File: src/rtl/acodec_pkg.sv
package acodec_pkg;

    // Word indices of the register map
    localparam int unsigned IDX_CC_CTRL   = 0;
    localparam int unsigned IDX_CC_ADDR   = 1;
    localparam int unsigned IDX_CC_DOUT   = 2;
    localparam int unsigned IDX_CC_DIN    = 3;
    localparam int unsigned IDX_PLAY_BASE = 4;
    localparam int unsigned IDX_RESERVED  = 7;
    localparam int unsigned IDX_CAP_BASE  = 8;
    localparam int unsigned REG_SLOTS     = 11;

    // Offsets inside a channel group
    localparam int unsigned CH_OFS_CTRL   = 0;
    localparam int unsigned CH_OFS_ADDR   = 1;
    localparam int unsigned CH_OFS_REMAIN = 2;
    localparam int unsigned NUM_CHANNELS  = 2;
    localparam int unsigned CH_STRIDE     = 4;

    // Bit positions
    localparam int unsigned CC_REQ_BIT   = 0;
    localparam int unsigned CC_WRITE_BIT = 1;
    localparam int unsigned CH_EN_BIT    = 0;

    typedef enum logic [1:0] {
        ST_IDLE        = 2'd0,
        ST_REQ_PULSE   = 2'd1,
        ST_REPLY_PULSE = 2'd2
    } req_state_e;

endpackage

File: src/rtl/acodec_bus_decode.sv
module acodec_bus_decode
    import acodec_pkg::*;
#(
    parameter int unsigned ADDR_W = 6,
    localparam int unsigned IDX_W = ADDR_W - 2
) (
    input  logic                 bus_sel,
    input  logic                 bus_we,
    input  logic [ADDR_W-1:0]    bus_addr,
    output logic [REG_SLOTS-1:0] wr_hit,
    output logic                 rd_strobe,
    output logic [IDX_W-1:0]     rd_idx
);

    logic [IDX_W-1:0] word_idx;
    logic [1:0]       unused_byte_lane;

    assign word_idx         = bus_addr[ADDR_W-1:2];
    assign unused_byte_lane = bus_addr[1:0];
    assign rd_strobe        = bus_sel && !bus_we;
    assign rd_idx           = word_idx;

    // One write enable per slot, the reserved slot never enabled
    for (genvar s = 0; s < REG_SLOTS; s++) begin : g_slot
        if (s == IDX_RESERVED) begin : g_rsv
            assign wr_hit[s] = 1'b0;
        end else begin : g_live
            assign wr_hit[s] = bus_sel && bus_we && (word_idx == IDX_W'(s));
        end
    end

endmodule

File: src/rtl/acodec_dma_chan.sv
module acodec_dma_chan
    import acodec_pkg::*;
#(
    parameter int unsigned DATA_W = 32
) (
    input  logic              clk,
    input  logic              rst_n,
    input  logic              wr_ctrl,
    input  logic              wr_addr,
    input  logic              wr_remain,
    input  logic [DATA_W-1:0] wdata,
    input  logic              upd,
    input  logic [DATA_W-1:0] upd_addr,
    input  logic [DATA_W-1:0] upd_remain,
    output logic [DATA_W-1:0] ctrl_q,
    output logic [DATA_W-1:0] addr_q,
    output logic [DATA_W-1:0] remain_q,
    output logic              en
);

    always_ff @(posedge clk) begin
        if (!rst_n) begin
            ctrl_q   <= '0;
            addr_q   <= '0;
            remain_q <= '0;
        end else begin
            if (wr_ctrl) begin
                ctrl_q <= wdata;
            end
            // Bus write takes priority over the channel's own update
            if (wr_addr) begin
                addr_q <= wdata;
            end else if (upd) begin
                addr_q <= upd_addr;
            end
            if (wr_remain) begin
                remain_q <= wdata;
            end else if (upd) begin
                remain_q <= upd_remain;
            end
        end
    end

    assign en = ctrl_q[CH_EN_BIT];

endmodule

File: src/rtl/acodec_req_fsm.sv
module acodec_req_fsm
    import acodec_pkg::*;
(
    input  logic clk,
    input  logic rst_n,
    input  logic ctrl_wr,
    input  logic req_bit,
    input  logic write_bit,
    output logic irq_req_done,
    output logic irq_reply
);

    req_state_e state_q, state_d;

    always_ff @(posedge clk) begin
        if (!rst_n) begin
            state_q <= ST_IDLE;
        end else begin
            state_q <= state_d;
        end
    end

    always_comb begin
        state_d = ST_IDLE;  // settle
        unique case (state_q)
            ST_IDLE, ST_REQ_PULSE, ST_REPLY_PULSE: begin
                if (ctrl_wr && req_bit) begin
                    state_d = write_bit ? ST_REQ_PULSE : ST_REPLY_PULSE;
                end
            end
            default: state_d = ST_IDLE;
        endcase
    end

    always_comb begin
        irq_req_done = 1'b0;
        irq_reply    = 1'b0;
        unique case (state_q)
            ST_IDLE:        ;
            ST_REQ_PULSE:   irq_req_done = 1'b1;
            ST_REPLY_PULSE: irq_reply    = 1'b1;
            default:        ;
        endcase
    end

endmodule

File: src/rtl/acodec_regfile.sv
module acodec_regfile
    import acodec_pkg::*;
#(
    parameter int unsigned ADDR_W = 6,
    parameter int unsigned DATA_W = 32
) (
    input  logic              clk,
    input  logic              rst_n,
    input  logic              bus_sel,
    input  logic              bus_we,
    input  logic [ADDR_W-1:0] bus_addr,
    input  logic [DATA_W-1:0] bus_wdata,
    output logic [DATA_W-1:0] bus_rdata,
    output logic              irq_req_done,
    output logic              irq_reply,
    output logic [DATA_W-1:0] codec_addr,
    output logic [DATA_W-1:0] codec_wdata,
    output logic              codec_write,
    output logic              play_en,
    output logic [DATA_W-1:0] play_addr,
    output logic [DATA_W-1:0] play_remain,
    input  logic              play_upd,
    input  logic [DATA_W-1:0] play_upd_addr,
    input  logic [DATA_W-1:0] play_upd_remain,
    output logic              cap_en,
    output logic [DATA_W-1:0] cap_addr,
    output logic [DATA_W-1:0] cap_remain,
    input  logic              cap_upd,
    input  logic [DATA_W-1:0] cap_upd_addr,
    input  logic [DATA_W-1:0] cap_upd_remain
);

    localparam int unsigned IDX_W = ADDR_W - 2;

    logic [REG_SLOTS-1:0] wr_hit;
    logic                 rd_strobe;
    logic [IDX_W-1:0]     rd_idx;

    logic [DATA_W-1:0] cc_ctrl_q, cc_addr_q, cc_dout_q, cc_din_q;

    logic [NUM_CHANNELS-1:0]             ch_upd;
    logic [NUM_CHANNELS-1:0][DATA_W-1:0] ch_upd_addr, ch_upd_remain;
    logic [NUM_CHANNELS-1:0][DATA_W-1:0] ch_ctrl, ch_addr, ch_remain;
    logic [NUM_CHANNELS-1:0]             ch_en;

    acodec_bus_decode #(.ADDR_W(ADDR_W)) u_decode (
        .bus_sel   (bus_sel),
        .bus_we    (bus_we),
        .bus_addr  (bus_addr),
        .wr_hit    (wr_hit),
        .rd_strobe (rd_strobe),
        .rd_idx    (rd_idx)
    );

    // Codec access registers; the request bit is never stored
    always_ff @(posedge clk) begin
        if (!rst_n) begin
            cc_ctrl_q <= '0;
            cc_addr_q <= '0;
            cc_dout_q <= '0;
            cc_din_q  <= '0;
        end else begin
            if (wr_hit[IDX_CC_CTRL]) begin
                cc_ctrl_q <= bus_wdata & ~(DATA_W'(1) << CC_REQ_BIT);
            end
            if (wr_hit[IDX_CC_ADDR]) cc_addr_q <= bus_wdata;
            if (wr_hit[IDX_CC_DOUT]) cc_dout_q <= bus_wdata;
            if (wr_hit[IDX_CC_DIN])  cc_din_q  <= bus_wdata;
        end
    end

    acodec_req_fsm u_req_fsm (
        .clk          (clk),
        .rst_n        (rst_n),
        .ctrl_wr      (wr_hit[IDX_CC_CTRL]),
        .req_bit      (bus_wdata[CC_REQ_BIT]),
        .write_bit    (bus_wdata[CC_WRITE_BIT]),
        .irq_req_done (irq_req_done),
        .irq_reply    (irq_reply)
    );

    assign ch_upd        = {cap_upd, play_upd};
    assign ch_upd_addr   = {cap_upd_addr, play_upd_addr};
    assign ch_upd_remain = {cap_upd_remain, play_upd_remain};

    for (genvar c = 0; c < NUM_CHANNELS; c++) begin : g_chan
        localparam int unsigned BASE = IDX_PLAY_BASE + c * CH_STRIDE;
        acodec_dma_chan #(.DATA_W(DATA_W)) u_chan (
            .clk        (clk),
            .rst_n      (rst_n),
            .wr_ctrl    (wr_hit[BASE + CH_OFS_CTRL]),
            .wr_addr    (wr_hit[BASE + CH_OFS_ADDR]),
            .wr_remain  (wr_hit[BASE + CH_OFS_REMAIN]),
            .wdata      (bus_wdata),
            .upd        (ch_upd[c]),
            .upd_addr   (ch_upd_addr[c]),
            .upd_remain (ch_upd_remain[c]),
            .ctrl_q     (ch_ctrl[c]),
            .addr_q     (ch_addr[c]),
            .remain_q   (ch_remain[c]),
            .en         (ch_en[c])
        );
    end

    // Registered read path; unmapped indices return zero
    always_ff @(posedge clk) begin
        if (!rst_n) begin
            bus_rdata <= '0;
        end else if (rd_strobe) begin
            case (rd_idx)
                IDX_W'(IDX_CC_CTRL):                   bus_rdata <= cc_ctrl_q;
                IDX_W'(IDX_CC_ADDR):                   bus_rdata <= cc_addr_q;
                IDX_W'(IDX_CC_DOUT):                   bus_rdata <= cc_dout_q;
                IDX_W'(IDX_CC_DIN):                    bus_rdata <= cc_din_q;
                IDX_W'(IDX_PLAY_BASE + CH_OFS_CTRL):   bus_rdata <= ch_ctrl[0];
                IDX_W'(IDX_PLAY_BASE + CH_OFS_ADDR):   bus_rdata <= ch_addr[0];
                IDX_W'(IDX_PLAY_BASE + CH_OFS_REMAIN): bus_rdata <= ch_remain[0];
                IDX_W'(IDX_CAP_BASE + CH_OFS_CTRL):    bus_rdata <= ch_ctrl[1];
                IDX_W'(IDX_CAP_BASE + CH_OFS_ADDR):    bus_rdata <= ch_addr[1];
                IDX_W'(IDX_CAP_BASE + CH_OFS_REMAIN):  bus_rdata <= ch_remain[1];
                default:                               bus_rdata <= '0;
            endcase
        end
    end

    assign codec_addr  = cc_addr_q;
    assign codec_wdata = cc_dout_q;
    assign codec_write = cc_ctrl_q[CC_WRITE_BIT];
    assign play_en     = ch_en[0];
    assign play_addr   = ch_addr[0];
    assign play_remain = ch_remain[0];
    assign cap_en      = ch_en[1];
    assign cap_addr    = ch_addr[1];
    assign cap_remain  = ch_remain[1];

endmodule

File: config.mk
export PLATFORM = sky130hd
export DESIGN_NAME = acodec_regfile
export DESIGN_NICKNAME = d
export VERILOG_FILES = /design/src/rtl/acodec_pkg.sv /design/src/rtl/acodec_bus_decode.sv /design/src/rtl/acodec_dma_chan.sv /design/src/rtl/acodec_req_fsm.sv /design/src/rtl/acodec_regfile.sv
export SDC_FILE = /design/constraint.sdc
export NUM_CORES = 1
export LEC_CHECK = 0
export ABC_AREA = 1
export CORE_MARGIN = 2
export CORE_UTILIZATION = 55
export CTS_BUF_LIST = sky130_fd_sc_hd__clkbuf_8
export DETAILED_ROUTE_END_ITERATION = 8
export DONT_BUFFER_PORTS = 1
export PLACE_DENSITY = 0.79
export REMOVE_ABC_BUFFERS = 1
export SETUP_SLACK_MARGIN = 0.2
export SLEW_MARGIN = 25
export SYNTH_ARGS = -nofsm -noshare
export SYNTH_HDL_FRONTEND = slang
export SYNTH_SLANG_ARGS = --single-unit
File: constraint.sdc
create_clock -name clk -period 1.63 [get_ports clk]
set_clock_uncertainty 0.1 [all_clocks]
set_input_delay 0.0815 -clock clk [delete_from_list [all_inputs] [get_ports clk]]
set_output_delay 0.0815 -clock clk [all_outputs]
set_load 0.005 [all_outputs]
Yosys cells after proc, flatten, opt, wreduce, memory -nomap -nowiden --
Index checks and enable logic that the tools add are counted.
Operators by class: eq/ne operators 11, multiplexer cells 12, reductions and logical operators 22
Operators with widths (count):
- one-hot mux 32 bit (10 select lines) | 1
- two-way mux 32 bit | 8
- logical AND 1 bit | 13
- == test 4 x 3 -> 1 bit, second input constant | 3
- == test 4 bit, second input constant | 3
- == test 4 x 2 -> 1 bit, second input constant | 2
- nonzero test 2 bit | 4
- == test 4 x 1 -> 1 bit, second input constant | 1
- logical NOT 4 bit | 1
- AND reduction 3 bit | 1
- OR reduction 3 bit | 1
- == test 2 x 1 -> 1 bit, second input constant | 1
- == test 2 bit, second input constant | 1
- logical NOT 2 bit | 1
- two-way mux 1 bit | 2
- two-way mux 2 bit | 1
- logical NOT 1 bit | 1
Storage, ports and cells: register bits 353, bits of input ports 172, output and inout port bits 229, word-level logic and storage cells 57

Logic depth before layout (Yosys ltp) --
depth after elaboration 4, gate-level depth with buffers 10, mapped depth without buffers 9

Modules after synthesis --
From an unflattened synthesis, not the netlist that was laid out.
Unflattened totals: cell total of the unflattened synthesis 2668, area, all modules 16918.7 um^2
By module, submodules not included:
- acodec_regfile | times used 1, cells an instance 1376, area each 8414.3 um^2, sequential area each 3183.1 um^2
- acodec_dma_chan | times used 2, cells an instance 622, area each 4135.2 um^2, sequential area each 1921.8 um^2
- acodec_bus_decode | times used 1, cells an instance 36, area each 153.9 um^2, sequential area each 0.0 um^2
- acodec_req_fsm | times used 1, cells an instance 12, area each 80.1 um^2, sequential area each 40.0 um^2

Worst setup path before layout --
Ideal clock, no wire load.
path kind input to register, start point input bus_addr[2], end point register g_chan[1].u_chan.ctrl_q[10], setup time 132 ps, arrival 1004 ps, data required time 1398 ps, setup slack 393 ps, cell stages on the path 7, path buffers 1, cells stage by stage inv_2 nand2_1 nor2_1 nand2_1 clkbuf_1 nand2_1 a21oi_1
Between the ends: longest elaborated chain between the ends 2
Ends and longest elaborated chain:
- start: declaration | RTL line acodec_regfile.sv:11 | input logic [ADDR_W-1:0] bus_addr,
- == test 4 bit | RTL line acodec_bus_decode.sv:28 | assign wr_hit[s] = bus_sel && bus_we && (word_idx == IDX_W'(s));
- logical AND 1 bit | RTL line acodec_bus_decode.sv:28
- end signal: assignment | RTL line acodec_dma_chan.sv:28 | ctrl_q <= wdata;
- end: declaration | RTL line acodec_dma_chan.sv:15 | output logic [DATA_W-1:0] ctrl_q,
Every way passes these cells. A chain may end at the register's enable or synchronous reset.

Worst setup path in the final report --
start point input bus_we, end point register g_chan[0].u_chan.ctrl_q[1]
Between the ends: longest elaborated chain between the ends 2
Ends and longest elaborated chain:
- start: declaration | RTL line acodec_regfile.sv:10 | input logic bus_we,
- logical AND 1 bit (2 in series) | RTL line acodec_bus_decode.sv:28
- end signal: assignment | RTL line acodec_dma_chan.sv:28
- end: declaration | RTL line acodec_dma_chan.sv:15
Every way passes these cells.

==> results.md <==
- Status: finished with violations
- Failing checks: hold timing
- HP Class: input pin to flop
- Initial antenna violation count: 1
- Crit-path max FO: 31
- Core Rows: 64
- Dpl hpwl: 34.0 mm
- Final Cell Area: between 20,000 and 25,000 um^2
- Min Tclk post-route: around 1.4 ns
- Synth top area cells: dfxtp_1 42%, nand3_1 12%, nand2_1 12%, a21oi_1 10%, o21ai_0 8.8%
- Net Sw Frac: 26.3%
- Placement Setup Slack: just under 0.2 ns
- Vias: between 15,000 and 20,000
- MaxCap Viol Count: 0
- Mapped Cells: ~2,600
- Logic pwr share: ~9.0%
- Worst slew pin tran: about 0.83 ns
- Core Region: 30,300 um^2
- H-tree levels: 2
- RSZ-0062 raised after global routing: false
- I/O Buffers: 0
- Clk pin slew, worst setup/hold paths: 0.07 ns
- Routed WL: 59.8 mm
- Synth area leader: dfxtp_1
- Hold Slack: -0.437 ns
- CTS tree: done
- Pre-Repair DR Iteration Count: 5
- CP startpoint: bus_we
- Pleak: 8.15 nW
- Clk_lat worst skew: 0.59 ns
- Layout cells sized above 1: under 10%
- Setup TNS: 0 ns
- Vias in the first global route: 16,988
- Clock power share: 41.7%
- Die height: approximately 180 um
- Final setup fails: 0
- Root Driver: clkbuf_8
- Critical Path RT: about 2.1 ns
- Largest net degree at the start of global routing: about 200
- Wire per inst: roughly 19 um
- Average size of a mapped cell: approximately 6.6 um^2
- Cell Area, Synth: around 17,000 um^2
- Post-DRT Antenna Nets: 0
- Clock buffer depth: 3
- Number of top-level pins: ~400
- Total GRT Usage: roughly 36%
- Critical path endpoint category: flop
- Worst Setup Start Kind: input pin
- Fin. Hold Viols: approximately 150
- # nets final: between 2,000 and 3,000
- Final period util: between 80 and 90%
- Die width: 179 um
- Final WS setup: 0.221 ns
- Pwr per Cell Area: ~900 nW/um^2
- Sequential Power Share: around 50%
- Min-delay src: rst_n
- Internal power: about 14 mW
- Vias/cell: roughly 5.9
- CP Class: input pin to flop
- Net Sw Power: ~4.9 mW
- Initial Utilization: a little under three fifths
- Full die area: around 32,000 um^2
- First-pass GRT wire length: approximately 90 mm
- Share of the synthesized area in the top cell type: between 40% and 50%
- Slew Viols, Final: 0
- Congestion Overflow GR: 0
- Yosys cell types: 19
- CP arrival: roughly 1.8 ns
- Layout Area Growth over Synthesis: 21.8%
- Drt drc: 0
- DRT iter0 DRCs: 1,874
- Area after DPL: roughly 17,000 um^2
- Max_slew headroom: between 40 and 50%
- Reg-to-Reg Start: codec_addr[0]
- Final Util: around two thirds
- TritonCTS Sinks: roughly 350
- Yosys Warn Count: 0
- Fmax: 0.710 GHz
- GP Congestion: approximately 0.86
- Seq/Total Area, Yosys: roughly two fifths
- TritonCTS Buffers: between 50 and 60
- VDD IR max: between 0.6 and 0.7 mV
- #FFs+latches synth: ~350
- Hold_buf cts: 196
## critical path, stage by stage
cell	delay, ns
nand2_1	0.12
inv_4	0.28
buf_4	0.39
nand3_1	0.15
dlygate4sd3_1	0.62
a21oi_1	0.17
## kinds of logic (layout without fill, tap and decap cells)
kind of cell,count (synthesis),after routing,synth area share [%]
flip-flops,353,353,41.9
AO/OA/AOI/OAI,672,672,20.0
other,0,1,0
AND/OR/NAND/NOR,1054,1054,26.9
buffers and inverters,477,627,11.3
## final timing paths
kind	endpoint	slack, ns	cells after the start
max	g_chan[0].u_chan.ctrl_q[1]	0.22	6
max reg2reg	codec_addr[0]	0.26	3
min reg2reg	cc_din_q[4]	0.34	2
min	g_chan[1].u_chan.remain_q[14]	-0.44	2
## what timing repair did
item                                    4_1_cts  5_1_grt
resized for setup                             0       12
endpoints found under the setup margin        0       75
hold endpoints to repair                    353      150
buffers inserted                              0        3
## final cells by class
type	instances	area [um^2]
fillers	2543	9810
multi-input cells	1726	7970
flip-flops and latches	353	7070
repair buffers	254	2830
inverters	271	1020
clock buffers	73	1000
well taps	396	495
clock inverters	29	148
diodes	1	2.50
## cells in the mapped netlist
library cell,instances
nor3_1,3
nor2_2,6
buf_2,58
nor2_1,68
inv_1,261
inv_2,6
dfxtp_1,353
nor2_4,4
nand2_1,555
buf_1,18
clkbuf_2,2
buf_4,9
o21ai_1,24
nand3_1,418
o211ai_1,1
a21oi_1,351
clkinv_1,4
clkbuf_1,119
o21ai_0,296
## cell usage in the layout, fill, tap and decap left out
master	synthesis	final
inv_1	261	280
inv_2	6	10
buf_6	0	3
a21oi_1	351	351
dlygate4sd3_1	0	186
o211ai_1	1	1
buf_12	0	33
inv_4	0	1
o21ai_1	24	25
nor2_4	4	11
dfxtp_1	353	351
bufinv_16	0	1
nand2_1	555	551
diode_2	0	1
dfxtp_2	0	2
dlymetal6s4s_1	0	6
nor2_2	6	1
nand3_1	418	416
clkinv_4	0	1
buf_4	9	26
clkinv_2	0	6
nand2_2	0	4
o21ai_0	296	295
nand3_4	0	2
clkbuf_8	0	73
nor3_1	3	3
inv_6	0	1
nor2_1	68	66
## sequential cells by signal (all words and copies together), names as in the netlist
signal	cells
codec_addr	32
cc_ctrl_q	31
g_chan.u_chan.ctrl_q	64
cc_din_q	32
bus_rdata	32
u_req_fsm.state_q	2
codec_wdata	32
g_chan.u_chan.addr_q	64
g_chan.u_chan.remain_q	64
## through the flow
step | total power [mW] | hold slack (ns) | instances
finish | 18.5 | -0.437 | 3103
global route | 19.1 | -0.454 | 3103
CTS | 18.5 | -0.481 | 3100
detailed placement | 10.6 | 0.0706 | 2802
global placement | 10.6 | 0.0644 | 2802
floorplan | 10.0 | 0.0608 | 2350
## metal layers
| layer | share of wire (%) | routed length (um) | GRT usage [%] |
|---|---|---|---|
| met2 | 47 | 28100 | 60.5 |
| met5 | 0 | 0 | 0 |
| met1 | 37 | 22400 | 42.0 |
| met4 | 4.1 | 2470 | 17.4 |
| met3 | 11 | 6880 | 9.69 |
## power groups by stage
stage	Clock, mW	Combinational, mW	Sequential [mW]
6_report	7.73	1.68	9.14
2_1_floorplan	0	0.813	9.23
3_5_place_dp	0	1.29	9.32
3_3_place_gp	0	1.25	9.32
5_1_grt	8.11	1.83	9.16
4_1_cts	7.72	1.63	9.13
(Power assumes the default switching activity.)
